**config.mk**
```make
export PLATFORM = sky130hd
export DESIGN_NAME = pwr_sleep_ctrl
export DESIGN_NICKNAME = d
export VERILOG_FILES = /design/src/rtl/pwr_sleep_pkg.sv /design/src/rtl/pwr_sleep_select.sv /design/src/rtl/pwr_sleep_fsm.sv /design/src/rtl/pwr_settle_timer.sv /design/src/rtl/pwr_out_map.sv /design/src/rtl/pwr_sleep_ctrl.sv
export SDC_FILE = /design/constraint.sdc
export NUM_CORES = 1
export LEC_CHECK = 0
export ABC_AREA = 1
export BUFFER_PORTS_ARGS = -buffer_cell sky130_fd_sc_hd__buf_2
export CAP_MARGIN = 20
export CORE_AREA = 10 10 47 49
export CTS_CLUSTER_DIAMETER = 60
export CTS_CLUSTER_SIZE = 24
export DETAILED_ROUTE_END_ITERATION = 6
export DIE_AREA = 0 0 57 59
export PLACE_DENSITY = 0.54
export SLEW_MARGIN = 20
export SYNTH_ARGS = -nofsm -noshare
export SYNTH_HDL_FRONTEND = slang
export SYNTH_SLANG_ARGS = --single-unit
```
**constraint.sdc**
```tcl
create_clock -name clk -period 1.29 [get_ports clk]
set_input_delay 0.0645 -clock clk [delete_from_list [all_inputs] [get_ports clk]]
set_output_delay 0.0645 -clock clk [all_outputs]
set_load 0.01 [all_outputs]
```
**src/rtl/pwr_sleep_pkg.sv**
```systemverilog
package pwr_sleep_pkg;
  localparam int STATE_W = 2;

  typedef enum logic [STATE_W-1:0] {
    PS_RUN   = 2'd0,
    PS_LIGHT = 2'd1,
    PS_DEEP  = 2'd2,
    PS_STBY  = 2'd3
  } pwr_state_e;
endpackage

```
**src/rtl/pwr_sleep_select.sv**
```systemverilog
module pwr_sleep_select
  import pwr_sleep_pkg::*;
(
  input  logic       stby_bit,
  input  logic       deep_bit,
  output pwr_state_e target
);
  // Standby has priority over deep sleep; neither gives light sleep.
  always_comb begin
    if (stby_bit)      target = PS_STBY;
    else if (deep_bit) target = PS_DEEP;
    else               target = PS_LIGHT;
  end
endmodule

```
**src/rtl/pwr_sleep_fsm.sv**
```systemverilog
module pwr_sleep_fsm
  import pwr_sleep_pkg::*;
(
  input  logic       clk,
  input  logic       rst_n,
  input  logic       sleep_req,
  input  logic       irq_pending,
  input  pwr_state_e target,
  output pwr_state_e state,
  output logic       enter_stby
);
  pwr_state_e nxt;

  always_comb begin
    nxt = state;
    if (state == PS_RUN) begin
      // A pending interrupt cancels a request in the same cycle.
      if (sleep_req && !irq_pending) nxt = target;
    end else if (irq_pending) begin
      nxt = PS_RUN;
    end
  end

  assign enter_stby = (nxt == PS_STBY) && (state != PS_STBY);

  always_ff @(posedge clk) begin
    if (!rst_n) state <= PS_RUN;
    else        state <= nxt;
  end
endmodule

```
**src/rtl/pwr_settle_timer.sv**
```systemverilog
module pwr_settle_timer #(
  parameter int SETTLE_CYC = 4
) (
  input  logic clk,
  input  logic rst_n,
  input  logic load,
  input  logic in_stby,
  output logic settling
);
  generate
    if (SETTLE_CYC == 0) begin : g_none
      assign settling = 1'b0;
    end else begin : g_count
      localparam int CNT_W = $clog2(SETTLE_CYC + 1);
      localparam logic [CNT_W-1:0] LOAD_V = CNT_W'(SETTLE_CYC);
      logic [CNT_W-1:0] cnt;

      always_ff @(posedge clk) begin
        if (!rst_n)                       cnt <= '0;
        else if (load)                    cnt <= LOAD_V;
        else if (!in_stby)                cnt <= '0;
        else if (cnt != '0)               cnt <= cnt - 1'b1;
      end

      assign settling = (cnt != '0);
    end
  endgenerate
endmodule

```
**src/rtl/pwr_out_map.sv**
```systemverilog
module pwr_out_map
  import pwr_sleep_pkg::*;
(
  input  pwr_state_e state,
  input  logic       settling,
  output logic       core_clk_en,
  output logic       periph_clk_en,
  output logic       dma_halt
);
  always_comb begin
    core_clk_en   = (state == PS_RUN);
    dma_halt      = (state == PS_DEEP) || (state == PS_STBY);
    periph_clk_en = (state != PS_STBY) || settling;
  end
endmodule

```
**src/rtl/pwr_sleep_ctrl.sv**
```systemverilog
module pwr_sleep_ctrl
  import pwr_sleep_pkg::*;
#(
  parameter int SETTLE_CYC = 4
) (
  input  logic               clk,
  input  logic               rst_n,
  input  logic               sleep_req,
  input  logic               stby_bit,
  input  logic               deep_bit,
  input  logic               irq_pending,
  output logic [STATE_W-1:0] pwr_state,
  output logic               core_clk_en,
  output logic               periph_clk_en,
  output logic               dma_halt
);
  pwr_state_e target;
  pwr_state_e state;
  logic       enter_stby;
  logic       settling;

  pwr_sleep_select u_sel (
    .stby_bit (stby_bit),
    .deep_bit (deep_bit),
    .target   (target)
  );

  pwr_sleep_fsm u_fsm (
    .clk         (clk),
    .rst_n       (rst_n),
    .sleep_req   (sleep_req),
    .irq_pending (irq_pending),
    .target      (target),
    .state       (state),
    .enter_stby  (enter_stby)
  );

  pwr_settle_timer #(.SETTLE_CYC(SETTLE_CYC)) u_settle (
    .clk      (clk),
    .rst_n    (rst_n),
    .load     (enter_stby),
    .in_stby  (state == PS_STBY),
    .settling (settling)
  );

  pwr_out_map u_map (
    .state         (state),
    .settling      (settling),
    .core_clk_en   (core_clk_en),
    .periph_clk_en (periph_clk_en),
    .dma_halt      (dma_halt)
  );

  assign pwr_state = state;
endmodule

```
==> results of run 1 <==
## sequential cells by signal (all words and copies together) (netlist names)
signal and count:
u_settle.g_count.cnt 3, u_fsm.state 2
## power groups by stage
stage,Clock [mW],Sequential [mW],Combinational (mW)
after floorplan,0,0.169,0.0298
after global placement,0,0.168,0.0508
after detailed placement,0,0.168,0.0510
after CTS,0.203,0.165,0.0522
after global routing,0.207,0.165,0.0587
final,0.188,0.165,0.0520
## synth_stat cells (all sizes together)
cell type,instances,share of area
a21oi,3,0.048
and3,1,0.020
clkbuf,1,0.012
dfxtp,5,0.32
ha,3,0.12
inv,10,0.12
nand2,9,0.11
nand3,3,0.081
nor2,2,0.073
nor3,1,0.016
o21ai,3,0.048
xor2,1,0.028
## per-stage QoR
step	instance area (um^2)	utilization	worst slack, ps
2_1_floorplan	310	-	149
3_3_place_gp	377	0.269	80.7
3_5_place_dp	377	0.269	71.0
4_1_cts	419	0.299	10.3
5_1_grt	438	0.313	2.42
6_report	438	0.313	58.4
## area by class of cell
type	instances	area, um^2
Fill cell	156	963
Multi-Input combinational cell	26	196
Sequential cell	5	101
Timing Repair Buffer	10	56.3
Inverter	10	37.5
Clock buffer	4	26.3
Tap cell	16	20.0
## per-layer routing
| metal | GRT usage | routed length, um | up-vias | part of all wire |
|---|---|---|---|---|
| li1 | - | - | 153 | - |
| met1 | 0.0405 | 288 | 115 | 0.41 |
| met2 | 0.0465 | 273 | 14 | 0.39 |
| met3 | 0.0601 | 137 | 2 | 0.19 |
| met4 | 0.0302 | 6 | 0 | 0.0085 |
| met5 | 0 | 0 | - | 0 |
## kinds of logic after synthesis
logic type / share of synthesized area
AND/OR/NAND/NOR: 0.298
AO/OA/AOI/OAI: 0.0967
XOR/XNOR: 0.0282
flip-flops: 0.323
adder cells (fa/ha/maj): 0.121
buffers and inverters: 0.133
## worst max-delay path by stage
stage	from	to	cells after the start
6_report	u_settle.g_count.cnt[0]	periph_clk_en	5
5_1_grt	u_settle.g_count.cnt[1]	periph_clk_en	5
4_1_cts	u_settle.g_count.cnt[0]	periph_clk_en	5
3_5_place_dp	u_settle.g_count.cnt[0]	u_settle.g_count.cnt[1]	6
3_3_place_gp	u_settle.g_count.cnt[0]	u_settle.g_count.cnt[1]	6
2_1_floorplan	u_settle.g_count.cnt[0]	u_settle.g_count.cnt[2]	6
## tightest hold or removal path: cells and delay by family
family                 cells  cell delay (ps)
AO/OA/AOI/OAI              2              120
buffers and inverters      1              110
## placed cells by master, fill, tap and decap left out
master / netlist / routed
o21ai_1: 1 / 1
ha_4: 0 / 2
dfxtp_2: 0 / 1
ha_1: 3 / 1
dfxtp_1: 5 / 4
o21ai_0: 2 / 2
xor2_1: 1 / 1
buf_6: 0 / 1
nor2_4: 2 / 2
nand3_2: 2 / 2
inv_1: 10 / 10
and3_1: 1 / 1
nand2_2: 0 / 1
buf_2: 0 / 9
a21oi_1: 3 / 3
nor3_1: 1 / 1
clkbuf_4: 0 / 3
clkbuf_1: 1 / 1
nand2_1: 9 / 8
nand3_1: 1 / 1
## timing repair
action / 4_1_cts / 5_1_grt
hold buffers: 0 / 0
setup endpoints to repair: 1 / 1
pin swaps: 0 / 1
resized for setup: 4 / 3
buffers inserted: 0 / 0
==> reports/results.txt, run 1 <==
Status: finished clean
Int Pwr: 0.300 mW
Sw frac: 0.260
WP buf/inv: 2
Drt wl/cell: 9.94 um
Skew-Pair Late Insertion Delay: 250 ps
Worst min-delay path startpoint: rst_n
Total power: 0.405 mW
Maximum level of the CTS H-tree: 1
Die span in x: 57 um
Required time worst endpoint: 1230 ps
Ports: 11
CP Cell Sequence: inv_1, ha_4, ha_4, nand2_2, buf_6
CTS Buf Count: 3
Layout cells sized above 1: 0.382
Peak supply drop: 0.446 mV
Vias per Instance: 4.00
Peak fanout along the critical path: 5
Startpoint Class: flip-flop
Yosys warns: 0
Min Tclk post-route: 1230 ps
R2r setup slk: 190 ps
Fmax: 0.812 GHz
Total global-route track usage: 0.0437
Clock Skews: 3.59 ps
Fin cells: 71
Area of the core: 1400 um^2
Number of max-cap violations: 0
Area Growth Syn to Fin: 41.1%
Static leakage: 0.226 nW
Antenna-violating nets left: 0
Hold EP: u_settle.g_count.cnt[2]
Die extent in y: 59 um
Rows: 14
Post-synthesis register bit count: 5
Setup_tns: 0 ps
CP dominant cell by count: ha_4
R2r worst-path depth: 6
Critical Path Sink Type: primary output
Die ar.: 3360 um^2
Rel. slew slack: 0.859
Drt first pass iters: 2
Placed cell count: 67
Global-route wire length before repair: 1.08 mm
RSZ-0062 raised after global routing: no
Clk slew on worst S/H paths: 50 ps
Initial antenna violation count: 0
TritonCTS clock tree: yes
Comb power frac: 0.128
Crit-path leading delay family: adder cells
Clock power frac: 0.465
Hold_ws: 89.8 ps
DR iter-0 viols: 7
Drt total wl: 706 um
Slew Viols, Final: 0
Final Hold Fails: 0
R2R Path End: u_settle.g_count.cnt[1]
Grt total ovfl: 0
Setup Viol. Count Final: 0
Vias in the first global route: 265
Post-synth net total: 51
Nets: 65
Initial cell density of the core: 0.221
Worst Tran Pin Value: 211 ps
Yosys cell types: 14
Number of port buffers: 10
Routed via count: 284
Min-delay worst type: input port to flip-flop
NetSw: 0.105 mW
CP arrival: 1170 ps
N_diodes: 0
Slowest cell on crit path: dfxtp_2
WS Path Type: flip-flop to primary output
Mapped Area: 310 um^2
Largest net degree at the start of global routing: 6
Period utilization: 0.955
Clk sinks: 5
Worst reg2reg startpoint: u_settle.g_count.cnt[0]
CTS max path bufs: 2
Mapped Cells: 42
Clock Tree Root: clkbuf_4
DRC Markers: 0
Syn Area/Cell: 7.39 um^2
CP max stage delay: 330 ps
Routability congestion estimate: 0.695
Hold depth: 3
PD cells: 925 nW/um^2
Reg power frac: 0.407
Sequential area share after synthesis: 0.323
Note: power is estimated with default switching activity, not from simulation.
==> inputs of run 2 (changes only) <==
- ABC_AREA: 1 -> default
- PLACE_DENSITY: 0.54 -> 0.51
==> reports/results.txt, run 2 <==
Status: finished clean
Fillers: 159 (+1.9%)
Drt first pass iters: 2 (unchanged)
Die ar.: 3360 um^2 (unchanged)
Most numerous cell in the Yosys netlist: nor2_1
Slowest cell on crit path: dfxtp_2
CP dominant cell by count: ha_4
R2r setup slk: 210 ps (+20 ps)
Total global-route track usage: 0.0403 (-0.00339)
Min-delay worst type: input port to flip-flop
DRC Markers: 0 (unchanged)
Vias in the first global route: 225 (-15%)
Period utilization: 0.951 (-0.00411)
WS Path Type: flip-flop to primary output
Mapped Cells: 34 (-19%)
Hpwl dp: 485 um
Hold depth: 3 (unchanged)
Largest regs: u_settle.g_count.cnt: 3 flops, u_fsm.state: 2 flops
Hold_ws: 89.8 ps (+0.0636 ps)
Slew Viols, Final: 0 (unchanged)
Reg with most FFs: u_settle.g_count.cnt
Ports: 11 (unchanged)
Required time worst endpoint: 1230 ps (about the same)
Min Tclk post-route: 1230 ps (-5.30 ps)
Global-route wire length before repair: 1.02 mm (-5.1%)
Number of max-cap violations: 0 (unchanged)
Syn Area/Cell: 7.91 um^2 (+7.1%)
Async S/R FF share, synth: 0 (unchanged)
Post-synth EDFFs: 0 (unchanged)
Die span in x: 57 um (unchanged)
Post-synth top cells: 6 x nor2_1, 5 x dfxtp_1, 5 x inv_1
Area of the core: 1400 um^2 (unchanged)
Most common cell after layout, fill and taps aside: buf_2
Final Cell Area: 388 um^2 (-11%)
Yosys cell types: 14 (unchanged)
Antenna-violating nets left: 0 (unchanged)
Synth area leader: dfxtp_1
Most frequent cells in the layout: 10 x buf_2, 6 x nor2_1, 4 x inv_1, 4 x dfxtp_1
Area Growth Syn to Fin: 44.2%
Worst Tran Pin Value: 250 ps (+38.7 ps)
Rel. slew slack: 0.833 (-0.0258)
Startpoint Class: flip-flop
Setup Viol. Count Final: 0 (unchanged)
Die extent in y: 59 um (unchanged)
Maximum level of the CTS H-tree: 1 (unchanged)
PD cells: 997 nW/um^2 (+7.8%)
Post-synthesis register bit count: 5 (unchanged)
CP arrival: 1160 ps (about the same)
Post CTS Setup Buffer Count: 0 (unchanged)
Post-synth net total: 43 (-16%)
CP Cell Sequence: inv_1, ha_4, ha_4, nand3_2, buf_2
Clk sinks: 5 (unchanged)
Setup_tns: 0 ps (unchanged)
Critical Path Sink Type: primary output
Vias per Instance: 4.03 (+0.79%)
Clk slew on worst S/H paths: 40 ps (about the same)
Nets: 57 (-12%)
RSZ-0062 raised after global routing: no
Mapped Area: 269 um^2 (-13%)
Max FFs per register: 3 (unchanged)
Layout cells sized above 1: 0.383 (+0.00116)
Fmax: 0.815 GHz (+0.43%)
CTS max path bufs: 2 (unchanged)
N_diodes: 0 (unchanged)
Initial antenna violation count: 0 (unchanged)
Sequential area share after synthesis: 0.372 (+0.0495)
Post-DP Area: 335 um^2 (-11%)
DR iter-0 viols: 7 (unchanged)
Routability congestion estimate: 0.737 (+6.0%)
R2r worst-path depth: 5 (-1)
Skew-Pair Late Insertion Delay: 240 ps (about the same)
Grt total ovfl: 0 (unchanged)
Yosys warns: 0 (unchanged)
Synth top area share: 0.372 (+0.0495)
CP max stage delay: 330 ps (about the same)
Rows: 14 (unchanged)
CTS Buf Count: 3 (unchanged)
Clock Skews: 4.17 ps (+0.583 ps)
Drt wl/cell: 10.2 um (+3.0%)
TritonCTS clock tree: yes
Synth Flop Type: dfxtp_1
Clock Tree Root: clkbuf_4
Routed via count: 254 (-11%)
Number of port buffers: 10 (unchanged)
Final Hold Fails: 0 (unchanged)
Static leakage: 0.165 nW (-27%)
Drt total wl: 645 um (-8.6%)
Synth top area cells: dfxtp_1 37%, ha_1 14%, nor2_1 8.4%
Largest net degree at the start of global routing: 9 (+3)
Peak fanout along the critical path: 5 (unchanged)
Initial cell density of the core: 0.192 (-0.0295)
Peak supply drop: 0.593 mV (+33%)
-- run 2: worst paths after layout --
kind                                         startpoint                      end
worst max-delay path            u_settle.g_count.cnt[0]            periph_clk_en
worst min-delay path                              rst_n  u_settle.g_count.cnt[2]
worst max register to register  u_settle.g_count.cnt[0]  u_settle.g_count.cnt[2]
worst min register to register  u_settle.g_count.cnt[0]  u_settle.g_count.cnt[0]
-- run 2: what timing repair did --
item,in CTS,in global routing
hold buffers,0,0
setup endpoints to repair,1,1
resized for setup,3,3
pin swaps,0,1
-- run 2: cells by family (layout without fill, tap and decap cells) --
group                      after synthesis  count (layout)  synth area share
DFF                                      5               5             0.372
buffers and inverters                    6              19            0.0837
xor gates and xnor gates                 1               1            0.0326
and+or+nand+nor                         12              12             0.228
AOI/OAI and AO/OA                        7               7             0.144
adders and majority gates                3               3             0.140
-- run 2: where the power goes --
| part | total (mW) | internal, mW | switching [mW] |
|---|---|---|---|
| combinational | 0.0415 | 0.0206 | 0.0209 |
| sequential | 0.166 | 0.159 | 0.00654 |
| clock | 0.180 | 0.117 | 0.0627 |
-- run 2: stage by stage --
| step | power (mW) | std cells | util | setup WS (ps) |
|---|---|---|---|---|
| floorplan | 0.189 | 34 | - | 127 |
| global placement | 0.209 | 59 | 0.239 | 85.5 |
| detailed placement | 0.208 | 59 | 0.239 | 68.2 |
| CTS | 0.395 | 63 | 0.269 | 18.1 |
| global route | 0.410 | 63 | 0.277 | 14.0 |
| finish | 0.387 | 63 | 0.277 | 63.7 |
-- run 2: cell type report --
| cell class | count | area, um^2 | share of cell area |
|---|---|---|---|
| Timing Repair Buffer | 10 | 50.0 | 0.129 |
| Inverter | 5 | 18.8 | 0.0484 |
| Sequential cell | 5 | 101 | 0.261 |
| Multi-Input combinational cell | 23 | 171 | 0.442 |
| Tap cell | 16 | 20.0 | 0.0516 |
| Clock buffer | 4 | 26.3 | 0.0677 |
-- run 2: critical path, delay by kind of cell, from the launching register on --
kind | cells | cell delay [ps]
DFF | 1 | 330
and+or+nand+nor | 1 | 60
adders and majority gates | 2 | 330
buffers and inverters | 2 | 200
-- run 2: layer usage --
layer | share of wire | GRT usage | vias to the layer above
li1 | - | - | 134
met1 | 0.52 | 0.0502 | 107
met2 | 0.32 | 0.0388 | 13
met3 | 0.16 | 0.0494 | 0
met4 | 0 | 0.0101 | 0
met5 | 0 | 0 | -
==> inputs of run 3 (changes only) <==
- CAP_MARGIN: 20 -> 10
- CORE_AREA: 10 10 47 49 -> 4 4 41 43
- DIE_AREA: 0 0 57 59 -> 0 0 45 47
- PLACE_DENSITY: 0.51 -> 0.53
- clock period: 1.29 -> 1.1 ns (I/O delays scaled with it)
==> reports/results.txt, run 3 (synthesis gave the netlist of run 2 again) <==
Status: finished, violations left
Violated checks: negative setup slack
N_diodes: 0 (unchanged)
Peak supply drop: 0.457 mV (-23%)
Nets: 61 (+7.0%)
CTS Buf Count: 3 (unchanged)
Fillers: 153 (-3.8%)
Slowest cell on crit path: dfxtp_2
DR iter-0 viols: 0 (-7)
Die span in x: 45 um (-21%)
Largest regs: u_settle.g_count.cnt: 3 flops, u_fsm.state: 2 flops
WL met2: 330 um (+59%)
Critical Path Sink Type: primary output
Hold-fix buffers, CTS: 0 (unchanged)
CP max stage delay: 310 ps (-20 ps)
Initial antenna violation count: 0 (unchanged)
Fmax: 0.852 GHz
Largest net degree at the start of global routing: 9 (unchanged)
Slew Viols, Final: 0 (unchanged)
Routed via count: 283 (+11%)
Final worst slack: -73.1 ps (-137 ps)
Worst Tran Pin Value: 286 ps (+36.2 ps)
DRC Markers: 0 (unchanged)
Die ar.: 2120 um^2 (-37%)
Initial cell density of the core: 0.207 (+0.0148)
Vias in the first global route: 290 (+29%)
Startpoint Class: flip-flop
Antenna-violating nets left: 0 (unchanged)
Crit-path leading delay family: flip-flops
CP dominant cell by count: ha_4
Grt total ovfl: 0 (unchanged)
Clk sinks: 5 (unchanged)
Number of port buffers: 10 (unchanged)
Global-route wire length before repair: 1.17 mm (+14%)
Total power: 0.468 mW (+21%)
Drt first pass iters: 1 (-1)
CTS max path bufs: 2 (unchanged)
Layout cells sized above 1: 0.529 (+0.146)
Max FFs per register: 3 (unchanged)
Met1 WL: 238 um (-29%)
Drt wl/cell: 10.2 um (-0.40%)
Clock Tree Root: clkbuf_4
Hpwl dp: 471 um (-2.8%)
Maximum level of the CTS H-tree: 1 (unchanged)
Number of max-cap violations: 0 (unchanged)
Period utilization: 1.07
Vias per Instance: 4.29 (+6.4%)
Min Tclk post-route: 1170 ps
Rel. slew slack: 0.809 (-0.0242)
Skew-Pair Late Insertion Delay: 250 ps (about the same)
Min-delay worst type: input port to flip-flop
Final Cell Area: 443 um^2 (+14%)
Reg with most FFs: u_settle.g_count.cnt
CP arrival: 1120 ps (-40 ps)
Routability congestion estimate: 0.702 (-4.7%)
Sequential Area: 104 um^2 (+2.5%)
CP Cell Sequence: inv_2, ha_4, ha_4, nand3_4, buf_6
Drt total wl: 673 um (+4.3%)
Ports: 11 (unchanged)
Final Hold Fails: 0 (unchanged)
DR WL met3: 95 um (-5.9%)
Area Growth Syn to Fin: 64.7%
R2r setup slk: -50 ps (-260 ps)
Area of the multi-input gates: 189 um^2 (+10%)
Place WS: -39.8 ps (-108 ps)
RSZ-0062 raised after global routing: yes
TritonCTS clock tree: yes
Setup Viol. Count Final: 4 (+4)
Rows: 13 (-1)
Peak fanout along the critical path: 4 (-1)
Die extent in y: 47 um (-20%)
Required time worst endpoint: 1040 ps (-190 ps)
Most frequent cells in the layout: 9 x buf_2, 5 x nor2_1, 4 x buf_4
Static leakage: 0.190 nW (+16%)
PD cells: 1060 nW/um^2 (+6.0%)
Clk slew on worst S/H paths: 40 ps (about the same)
Total global-route track usage: 0.0847 (+0.0444)
Post-DP Area: 357 um^2 (+6.3%)
WS Path Type: flip-flop to primary output
WP buf/inv: 2 (unchanged)
Max Used Layer: met4
Most common cell after layout, fill and taps aside: buf_2
Clock Skews: 0.685 ps (-3.49 ps)
Area of the core: 1300 um^2 (-7.1%)
Setup_tns: -142 ps (-142 ps)
## run 3: cell types whose count changed in the layout (fill, tap and decap cells not counted), sizes merged
cell | before | now
buf | 10 | 14
## run 3: per-layer routing
layer | GRT usage | vias up
met1 | 0.0686 | 129
met3 | 0.0766 | 2
met4 | 0.0351 | 0
met2 | 0.144 | 11
met5 | 0 | -
li1 | - | 141
## run 3: cell type report
type                            count  share of cell area
Clock buffer                        4              0.0593
Inverter                            5              0.0424
Multi-Input combinational cell     23               0.427
Sequential cell                     5               0.234
Tap cell                           15              0.0424
Timing Repair Buffer               14               0.195
## run 3: final timing paths
check,start,endpoint,cells past startpoint
setup / recovery,u_settle.g_count.cnt[1],periph_clk_en,5
hold / removal,sleep_req,u_fsm.state[0],3
setup reg to reg,u_settle.g_count.cnt[1],u_settle.g_count.cnt[2],7
hold reg to reg,u_settle.g_count.cnt[1],u_settle.g_count.cnt[1],2
## run 3: repair_timing
action / CTS / global route
setup endpoints to repair: 2 / 4
pin swaps: 3 / 2
buffers inserted: 3 / 0
resized for setup: 6 / 4
## run 3: tightest hold or removal path: cells and delay by family
family / cells / cell delay (ps)
AOI/OAI and AO/OA: 1 / 70
and+or+nand+nor: 1 / 80
buffers and inverters: 1 / 90
## run 3: where the power goes
group          internal (mW)  switching, mW  leakage [nW]  total, mW
registers              0.187        0.00920        0.0421      0.196
logic                 0.0282         0.0260         0.133     0.0541
clock network          0.137         0.0805        0.0150      0.218
total                  0.353          0.116         0.190      0.468
## run 3: per-stage QoR
stage / std cells / hold WS, ps / util
5_1_grt: 66 / 85.0 / 0.340
6_report: 66 / 79.6 / 0.340
4_1_cts: 66 / 75.5 / 0.326
3_3_place_gp: 59 / 336 / 0.274
2_1_floorplan: 34 / 197 / -
3_5_place_dp: 59 / 329 / 0.274
